## config.mk

```make
export PLATFORM = sky130hd
export DESIGN_NAME = alu_int_core
export DESIGN_NICKNAME = d
export VERILOG_FILES = /design/src/rtl/alu_int_pkg.sv /design/src/rtl/alu_opnd_ext.sv /design/src/rtl/alu_addsub.sv /design/src/rtl/alu_lead_cnt.sv /design/src/rtl/alu_int_core.sv
export SDC_FILE = /design/constraint.sdc
export NUM_CORES = 1
export LEC_CHECK = 0
export ABC_CLOCK_PERIOD_IN_PS = 13800
export BUFFER_PORTS_ARGS = -buffer_cell sky130_fd_sc_hd__clkbuf_2
export CAP_MARGIN = 20
export CORE_ASPECT_RATIO = 0.8
export CORE_UTILIZATION = 30
export DETAILED_ROUTE_END_ITERATION = 8
export SYNTH_ARGS = -nofsm -noshare
export SYNTH_HDL_FRONTEND = slang
export SYNTH_SLANG_ARGS = --single-unit
```

## constraint.sdc

```tcl
create_clock -name vclk -period 13.8
set_input_delay 4.14 -clock vclk [all_inputs]
set_output_delay 4.14 -clock vclk [all_outputs]
set_load 0.05 [all_outputs]
```

## src/rtl/alu_int_pkg.sv

```systemverilog
package alu_int_pkg;

    typedef enum logic [3:0] {
        OP_ADD_T  = 4'd0,
        OP_ADD_M  = 4'd1,
        OP_SUB_T  = 4'd2,
        OP_SUB_M  = 4'd3,
        OP_AND    = 4'd4,
        OP_OR     = 4'd5,
        OP_XOR    = 4'd6,
        OP_NOR    = 4'd7,
        OP_LT_S   = 4'd8,
        OP_LT_U   = 4'd9,
        OP_UPPER  = 4'd10,
        OP_LEAD1  = 4'd11,
        OP_LEAD0  = 4'd12
    } alu_op_e;

    // Operations whose immediate keeps its sign
    function automatic logic op_signed_imm(input alu_op_e op);
        return (op inside {OP_ADD_T, OP_ADD_M, OP_SUB_T, OP_SUB_M, OP_LT_S, OP_LT_U});
    endfunction

    // Operations whose immediate is padded with zeros
    function automatic logic op_logic_imm(input alu_op_e op);
        return (op inside {OP_AND, OP_OR, OP_XOR});
    endfunction

    // Operations that route through the subtracting adder
    function automatic logic op_subtracts(input alu_op_e op);
        return (op inside {OP_SUB_T, OP_SUB_M, OP_LT_S, OP_LT_U});
    endfunction

endpackage

```

## src/rtl/alu_opnd_ext.sv

```systemverilog
module alu_opnd_ext
    import alu_int_pkg::*;
#(
    parameter int DATA_W = 32,
    parameter int IMM_W  = 16
) (
    input  logic [DATA_W-1:0] b_reg_i,
    input  logic [IMM_W-1:0]  imm_i,
    input  logic              use_imm_i,
    input  alu_op_e           op_i,
    output logic [DATA_W-1:0] b_eff_o
);
    localparam int PAD_W = DATA_W - IMM_W;

    logic [DATA_W-1:0] imm_sext;
    logic [DATA_W-1:0] imm_zext;

    assign imm_sext = {{PAD_W{imm_i[IMM_W-1]}}, imm_i};
    assign imm_zext = {{PAD_W{1'b0}}, imm_i};

    always_comb begin
        b_eff_o = b_reg_i;
        if (use_imm_i) begin
            if (op_signed_imm(op_i)) begin
                b_eff_o = imm_sext;
            end else if (op_logic_imm(op_i)) begin
                b_eff_o = imm_zext;
            end
        end
    end

endmodule

```

## src/rtl/alu_addsub.sv

```systemverilog
module alu_addsub #(
    parameter int DATA_W = 32
) (
    input  logic [DATA_W-1:0] a_i,
    input  logic [DATA_W-1:0] b_i,
    input  logic              sub_i,
    output logic [DATA_W-1:0] sum_o,
    output logic              ovf_o,
    output logic              lt_s_o,
    output logic              lt_u_o
);
    localparam int MSB = DATA_W - 1;

    logic [DATA_W-1:0] b_x;
    logic [DATA_W:0]   full;

    assign b_x   = sub_i ? ~b_i : b_i;
    assign full  = {1'b0, a_i} + {1'b0, b_x} + {{DATA_W{1'b0}}, sub_i};
    assign sum_o = full[MSB:0];

    // Same-sign inputs giving an opposite-sign sum
    assign ovf_o  = (a_i[MSB] == b_x[MSB]) && (sum_o[MSB] != a_i[MSB]);
    assign lt_s_o = sum_o[MSB] ^ ovf_o;
    assign lt_u_o = ~full[DATA_W];

endmodule

```

## src/rtl/alu_lead_cnt.sv

```systemverilog
module alu_lead_cnt #(
    parameter int DATA_W     = 32,
    parameter bit COUNT_ONES = 1'b0,
    localparam int CNT_W     = $clog2(DATA_W + 1)
) (
    input  logic [DATA_W-1:0] val_i,
    output logic [CNT_W-1:0]  cnt_o
);
    always_comb begin
        logic hit;
        hit   = 1'b0;
        cnt_o = CNT_W'(DATA_W);
        for (int i = DATA_W - 1; i >= 0; i--) begin
            if (!hit && (val_i[i] != COUNT_ONES)) begin
                cnt_o = CNT_W'(DATA_W - 1 - i);
                hit   = 1'b1;
            end
        end
    end

endmodule

```

## src/rtl/alu_int_core.sv

```systemverilog
module alu_int_core
    import alu_int_pkg::*;
#(
    parameter int DATA_W = 32,
    parameter int IMM_W  = 16
) (
    input  logic [DATA_W-1:0] a_i,
    input  logic [DATA_W-1:0] b_reg_i,
    input  logic [IMM_W-1:0]  imm_i,
    input  logic              use_imm_i,
    input  logic [3:0]        op_i,
    output logic [DATA_W-1:0] result_o,
    output logic              ovf_o
);
    localparam int CNT_W = $clog2(DATA_W + 1);
    localparam int LOW_W = DATA_W - IMM_W;

    alu_op_e           op;
    logic [DATA_W-1:0] b_eff;
    logic [DATA_W-1:0] sum;
    logic              add_ovf;
    logic              lt_s;
    logic              lt_u;
    logic [CNT_W-1:0]  lead_cnt [2];

    assign op = alu_op_e'(op_i);

    alu_opnd_ext #(
        .DATA_W (DATA_W),
        .IMM_W  (IMM_W)
    ) u_ext (
        .b_reg_i   (b_reg_i),
        .imm_i     (imm_i),
        .use_imm_i (use_imm_i),
        .op_i      (op),
        .b_eff_o   (b_eff)
    );

    alu_addsub #(
        .DATA_W (DATA_W)
    ) u_addsub (
        .a_i    (a_i),
        .b_i    (b_eff),
        .sub_i  (op_subtracts(op)),
        .sum_o  (sum),
        .ovf_o  (add_ovf),
        .lt_s_o (lt_s),
        .lt_u_o (lt_u)
    );

    // Index 0 counts leading zeros, index 1 counts leading ones
    for (genvar g = 0; g < 2; g++) begin : g_lead
        alu_lead_cnt #(
            .DATA_W     (DATA_W),
            .COUNT_ONES (g[0])
        ) u_cnt (
            .val_i (a_i),
            .cnt_o (lead_cnt[g])
        );
    end

    always_comb begin
        result_o = '0;
        ovf_o    = 1'b0;
        case (op)
            OP_ADD_T, OP_SUB_T: begin
                result_o = sum;
                ovf_o    = add_ovf;
            end
            OP_ADD_M, OP_SUB_M: result_o = sum;
            OP_AND:   result_o = a_i & b_eff;
            OP_OR:    result_o = a_i | b_eff;
            OP_XOR:   result_o = a_i ^ b_eff;
            OP_NOR:   result_o = ~(a_i | b_reg_i);
            OP_LT_S:  result_o = {{(DATA_W-1){1'b0}}, lt_s};
            OP_LT_U:  result_o = {{(DATA_W-1){1'b0}}, lt_u};
            OP_UPPER: result_o = {imm_i, {LOW_W{1'b0}}};
            OP_LEAD1: result_o = {{(DATA_W-CNT_W){1'b0}}, lead_cnt[1]};
            OP_LEAD0: result_o = {{(DATA_W-CNT_W){1'b0}}, lead_cnt[0]};
            default:  result_o = '0;
        endcase
    end

endmodule

```

After elaboration in Yosys (flattened, before gate mapping)
Index checks and enable logic that the tools add are counted.
- memory bits (writable): 0
- register bits after elaboration: 0
- latch bits: 0
- output and inout port bits: 33
- bits in read-only memories: 0
- memories: 0
- input port bits: 85
- word-level logic and storage cells: 317
- magnitude comparators: 0
- multiply operators: 0
- reduce and logical (&&, ||, !) cells: 130
- bitwise operators: 39
- add/sub/neg operators: 2
- multiplexer cells: 132
- eq/ne operators: 14
- divide/modulo/power cells: 0
- shifts and indexed selects: 0
- operators by type and width (operator ; count):
    6-bit two-way mux ; 64
    32-bit one-hot mux with 10 select lines ; 1
    32-bit two-way mux ; 4
    32-bit inverter ; 2
    32-bit bitwise OR ; 2
    1-bit logical AND ; 63
    1-bit two-way mux ; 63
    1-bit logical NOT ; 61
    32-bit by 32-bit adder with 33-bit output ; 1
    33-bit by 1-bit adder with 33-bit output ; 1
    32-bit AND ; 1
    1-bit inverter ; 32
    32-bit bitwise XOR ; 1
    4-bit == test (second input constant) ; 5
    4-bit by 3-bit == test with 1-bit output (second input constant) ; 4
    4-bit by 2-bit == test with 1-bit output (second input constant) ; 2
    6-bit nonzero test ; 1
    4-bit by 1-bit == test with 1-bit output (second input constant) ; 1
    4-bit logical NOT ; 1
    4-bit nonzero test ; 1
    4-bit OR reduction ; 1
    3-bit nonzero test ; 1
    2-bit OR reduction ; 1
    1-bit == test ; 1
    other kinds (2) ; 2

Logic depth before layout (Yosys ltp)
- depth after elaboration: 95
- gate-level depth with buffers: 18
- gate-level depth less buffers: 15

Cells and area by module
A second synthesis with hierarchy kept.
- cells, all modules: 840
- area total of the unflattened synthesis: 6157.2 um^2
- modules (own cells, without submodules) (module ; instances ; sequential area each (um^2) ; cells an instance ; area an instance (um^2)):
    alu_int_core ; 1 ; 0.0 ; 370 ; 2788.9
    alu_addsub ; 1 ; 0.0 ; 278 ; 2084.5
    alu_opnd_ext ; 1 ; 0.0 ; 57 ; 462.9
    alu_lead_cnt at g_lead[0].u_cnt ; 1 ; 0.0 ; 69 ; 414.1
    alu_lead_cnt at g_lead[1].u_cnt ; 1 ; 0.0 ; 66 ; 406.6

Least setup slack after synthesis
No wires, ideal clock.
- path type: in2out
- start: input port op_i[2]
- end: output port result_o[24]
- buffers on the path: 2
- data required time: 9.660 ns
- arrival time: 8.949 ns
- stages: 16
- path slack: 0.711 ns
- cell sequence: buf_2 > a21o_1 > a221oi_4 > clkbuf_1 > mux2i_1 > xnor2_1 > ha_1 > nor2b_1 > o31a_1 > o41a_1 > a2111oi_2 > o21a_1 > o21ai_1 > a21boi_0 > xor2_1 > o21ai_0
- longest elaborated chain between the ends: 10
- elaborated cells on any way between the ends: 28
- classes of those cells: 2 x add/sub; 12 x eq/ne; 5 x mux; 4 x bitwise; 5 x reduce/logical
- RTL lines (item ; line ; RTL):
    from (decl) ; alu_int_core.sv:11 ; input logic [3:0] op_i,
    4-bit by 3-bit == test with 1-bit output ; alu_int_pkg.sv:26, alu_int_core.sv:65 ;
    3-bit nonzero test ; alu_int_pkg.sv:26 ; return (op inside {OP_AND, OP_OR, OP_XOR});
    32-bit two-way mux ; alu_opnd_ext.sv:26 ; end else if (op_logic_imm(op_i)) begin
    32-bit two-way mux ; alu_opnd_ext.sv:24 ; if (op_signed_imm(op_i)) begin
    32-bit two-way mux ; alu_opnd_ext.sv:23 ; if (use_imm_i) begin
    32-bit inverter ; alu_addsub.sv:17 ; assign b_x = sub_i ? ~b_i : b_i;
    32-bit two-way mux ; alu_addsub.sv:17 ;
    32-bit by 32-bit adder with 33-bit output ; alu_addsub.sv:18 ; assign full = {1'b0, a_i} + {1'b0, b_x} + {{DATA_W{1'b0}}, sub_i};
    33-bit by 1-bit adder with 33-bit output ; alu_addsub.sv:18 ;
    32-bit one-hot mux with 10 select lines * ; alu_int_core.sv:65 ; case (op)
    to (decl) ; alu_int_core.sv:12 ; output logic [DATA_W-1:0] result_o,
Every way passes the cells marked *; elsewhere a longest branch is shown, timed or not.

Worst setup path after layout
- start: input port op_i[2]
- end: output port result_o[30]
The elaborated chain is that of the path after synthesis.

==> flow_summary.ini <==
[drt]
drt-pass1-iter-count = 6
drt.antenna.violating_nets = 0
top_layer_used = met5
wl_mm = 21.3
drt_first_iter_violations = 457
viasPerCell = 5.80
routed-wl-met3_mm = 1.86
wire_per_inst_um = 19.4
wl_met1_mm = 10.3
drc_errors = 0
total_met2_wirelength_after_detailed_routing_mm = 8.78
vias = 6358

[sta]
rsz0062_at_grt = no
finalHoldViolCount = 0
report.final.slew_viol_count = 0
fin_tns_setup_ns = 0
transition_time_at_the_pin_with_the_least_slew_margin_ns = 0.941
timing.max_slew.rel_slack_pct = 37.0
final.setup.worst_slack_ns = 0.733
finalWorstPathRequiredPeriod_ns = 13.07
fmax_mhz = 76.5
post-route-period-util_pct = 94.7
finalSetupViolations = 0

[placement]
detailedPlace.worstSlack_ns = 0.785
place_area_mm2 = 0.00619
hpwlAfterDp_mm = 17.3
io_buffers = 118
final_weighted_congestion_in_routability_driven_placement = 0.932

[die]
fp-row-count = 43
core_area_mm2 = 0.0174
die-height_um = 122
design.portCount = 118
floorplan.die_area_mm2 = 0.0185
chipWidth_um = 152
start_util_pct = 30.9

[power]
seq_power_share_pct = 0
power.static_leakage_nw = 2.92
totalPowerFinal_uw = 399
max-vdd-ir-drop_mv = 0.0300
share_comb_of_total_power_pct = 100.0
clkPwrFrac_pct = 0
power_report.internal_total_uw = 139
netSwitchingPower_uw = 260
switching_share_pct = 65.1
power-per-cell-area_mw_per_mm2 = 64.5

[synth]
synth.mux.area_fraction_pct = 8.96
syn-mean-instance-area_um2 = 6.86
synthCells = 784
post_synth_xor_xnor_area_pct = 8.79
dominant_combinational_cell_family_by_area_after_synthesis = compound AO/OA/AOI/OAI gates
synth_compound_area_share_pct = 32.3
adder_cell_area_share_of_the_yosys_netlist_pct = 22.5
synth_top_cells_by_area = sky130_fd_sc_hd__ha_1, sky130_fd_sc_hd__xnor2_1, sky130_fd_sc_hd__a21oi_1, sky130_fd_sc_hd__mux2i_1, sky130_fd_sc_hd__o21ai_0
yosys_warnings = 0
synth.yosys.seq_area_share_pct = 0
post-synth-top-area-cell = sky130_fd_sc_hd__ha_1
synthDistinctLibCells = 65
post_synth_instance_area_mm2 = 0.00538
synthSimpleGateAreaFrac_pct = 19.3
postSynthNetCount = 965
synth_top_area_share_pct = 22.1

[critical_path]
critPathCaptureType = primary output
timing.critical_path.slowest_stage_cell = sky130_fd_sc_hd__a221oi_4
start_kind = input pin
timing.critical_path.from = op_i[2]
timing.critical_path.arrival_ns = 8.93
data_required_critical_path_ns = 9.66
crit_path_cell_trace = clkbuf_2 > a21o_1 > a221oi_4 > buf_4 > mux2i_1 > xnor2_1 > ha_1 > o21a_1 > o31a_1 > o41a_1 > a2111oi_2 > o21a_1 > o21ai_1 > a221oi_1 > nor4b_1 > a211o_1 > clkbuf_2
max_incr_delay_on_cp_ns = 0.46
critical_path_start_end_classification = input pin to primary output
path_max_fanout = 18

[cells_and_area]
nFillCells = 1976
n_clock_buffer = 0
inserted_diodes = 0
design_area_final_mm2 = 0.00619
mostFrequentLayoutCell = sky130_fd_sc_hd__clkbuf_2
sequential_cell_area_um2 = 0
areaGrowthSynthToFinish_pct = 15.1
fin_nets = 1055
nFlopsAndLatches = 0
final_cell_mix = sky130_fd_sc_hd__clkbuf_2, sky130_fd_sc_hd__ha_1, sky130_fd_sc_hd__inv_1, sky130_fd_sc_hd__a21oi_1, sky130_fd_sc_hd__o21ai_0
post_route_cells_drive_above_1_share_pct = 17.1

[grt]
grt_antenna_before_repair = 1
grt_pass1_vias = 5771
globalRouteTotalUtil_pct = 22.6
grt_first_pass_wirelength_mm = 32.6
globalRoute.totalOverflow = 0
grt_max_degree = 58

[clock_tree]
cts_setup_buffers = 0
cts_repair_resize_count = 0
post_cts_hold_buffer_count = 0

[hold_path]
hp-start = imm_i[9]
worstHoldPathType = input pin to primary output

[run]
drv.max_cap_violation_count = 0

[status]
status = finished clean
layer usage:
| metal | vias up | track usage (%) |
|---|---|---|
| met3 | 22 | 1.65 |
| li1 | 3072 | - |
| met5 | - | 0 |
| met1 | 2966 | 34.7 |
| met4 | 2 | 3.53 |
| met2 | 296 | 34.5 |
per-stage QoR:
| step | utilization [%] | instances | hold slack (ns) |
|---|---|---|---|
| floorplan | - | 784 | 8.63 |
| global placement | 35.5 | 1097 | 8.86 |
| detailed placement | 35.5 | 1097 | 8.87 |
| CTS | 35.5 | 1097 | 8.87 |
| global route | 35.5 | 1097 | 8.89 |
| finish | 35.5 | 1097 | 8.86 |
cell usage after synthesis (4+ instances only):
cell type                   n
sky130_fd_sc_hd__o311ai_0   5
sky130_fd_sc_hd__buf_1      5
sky130_fd_sc_hd__nand2b_1   7
sky130_fd_sc_hd__mux4_2     4
sky130_fd_sc_hd__nor3_1    18
sky130_fd_sc_hd__xnor2_1   41
sky130_fd_sc_hd__and2_1     4
sky130_fd_sc_hd__o22ai_1   15
sky130_fd_sc_hd__xor2_1    13
sky130_fd_sc_hd__a211oi_1  10
sky130_fd_sc_hd__o31ai_1    8
sky130_fd_sc_hd__a221oi_1  11
sky130_fd_sc_hd__a22o_1     9
sky130_fd_sc_hd__a211o_1    5
sky130_fd_sc_hd__nor2b_1   14
sky130_fd_sc_hd__clkbuf_1  33
sky130_fd_sc_hd__nand4_1   12
sky130_fd_sc_hd__nor2_1    60
sky130_fd_sc_hd__o21a_1     4
sky130_fd_sc_hd__nor4_1     8
sky130_fd_sc_hd__a21oi_1   69
sky130_fd_sc_hd__inv_1     76
sky130_fd_sc_hd__nand3_1   20
sky130_fd_sc_hd__mux2i_1   34
sky130_fd_sc_hd__a222oi_1  10
sky130_fd_sc_hd__o211ai_1   6
sky130_fd_sc_hd__o21ai_0   65
sky130_fd_sc_hd__nand2_1   51
sky130_fd_sc_hd__a31oi_1    9
sky130_fd_sc_hd__a21o_1     9
sky130_fd_sc_hd__and3_1     5
sky130_fd_sc_hd__ha_1      95
cell type report:
type	count	area, um^2	area share, %
multi-input cells	667	4950	80.0
repair buffers	129	673	10.9
well taps	225	282	4.55
inverters	76	285	4.61
worst paths after layout:
kind / endpoint / depth (start not counted)
max: result_o[30] / 17
min: result_o[25] / 4
cells by family (layout without fill, tap and decap cells):
kind of cell / Yosys count / in the layout
buffers and inverters: 117 / 205
xor gates and xnor gates: 54 / 54
and+or+nand+nor: 213 / 213
muxes: 42 / 42
AOI/OAI and AO/OA: 262 / 262
adders and majority gates: 96 / 96
worst max-delay path: cells and delay by family:
family,cells,cell delay (ns)
compound gates,10,3.04
simple gates,1,0.10
buf+inv,3,0.84
mux,1,0.35
fa+ha+maj,1,0.34
xor+xnor,1,0.11
power by group through the flow:
| stage | clock network [mW] | logic, mW | registers, mW |
|---|---|---|---|
| 6_report | 0 | 0.399 | 0 |
| 3_5_place_dp | 0 | 0.393 | 0 |
| 5_1_grt | 0 | 0.435 | 0 |
| 2_1_floorplan | 0 | 0.289 | 0 |
| 4_1_cts | 0 | 0.395 | 0 |
| 3_3_place_gp | 0 | 0.392 | 0 |
No activity file was read; power rests on OpenSTA's default activity.
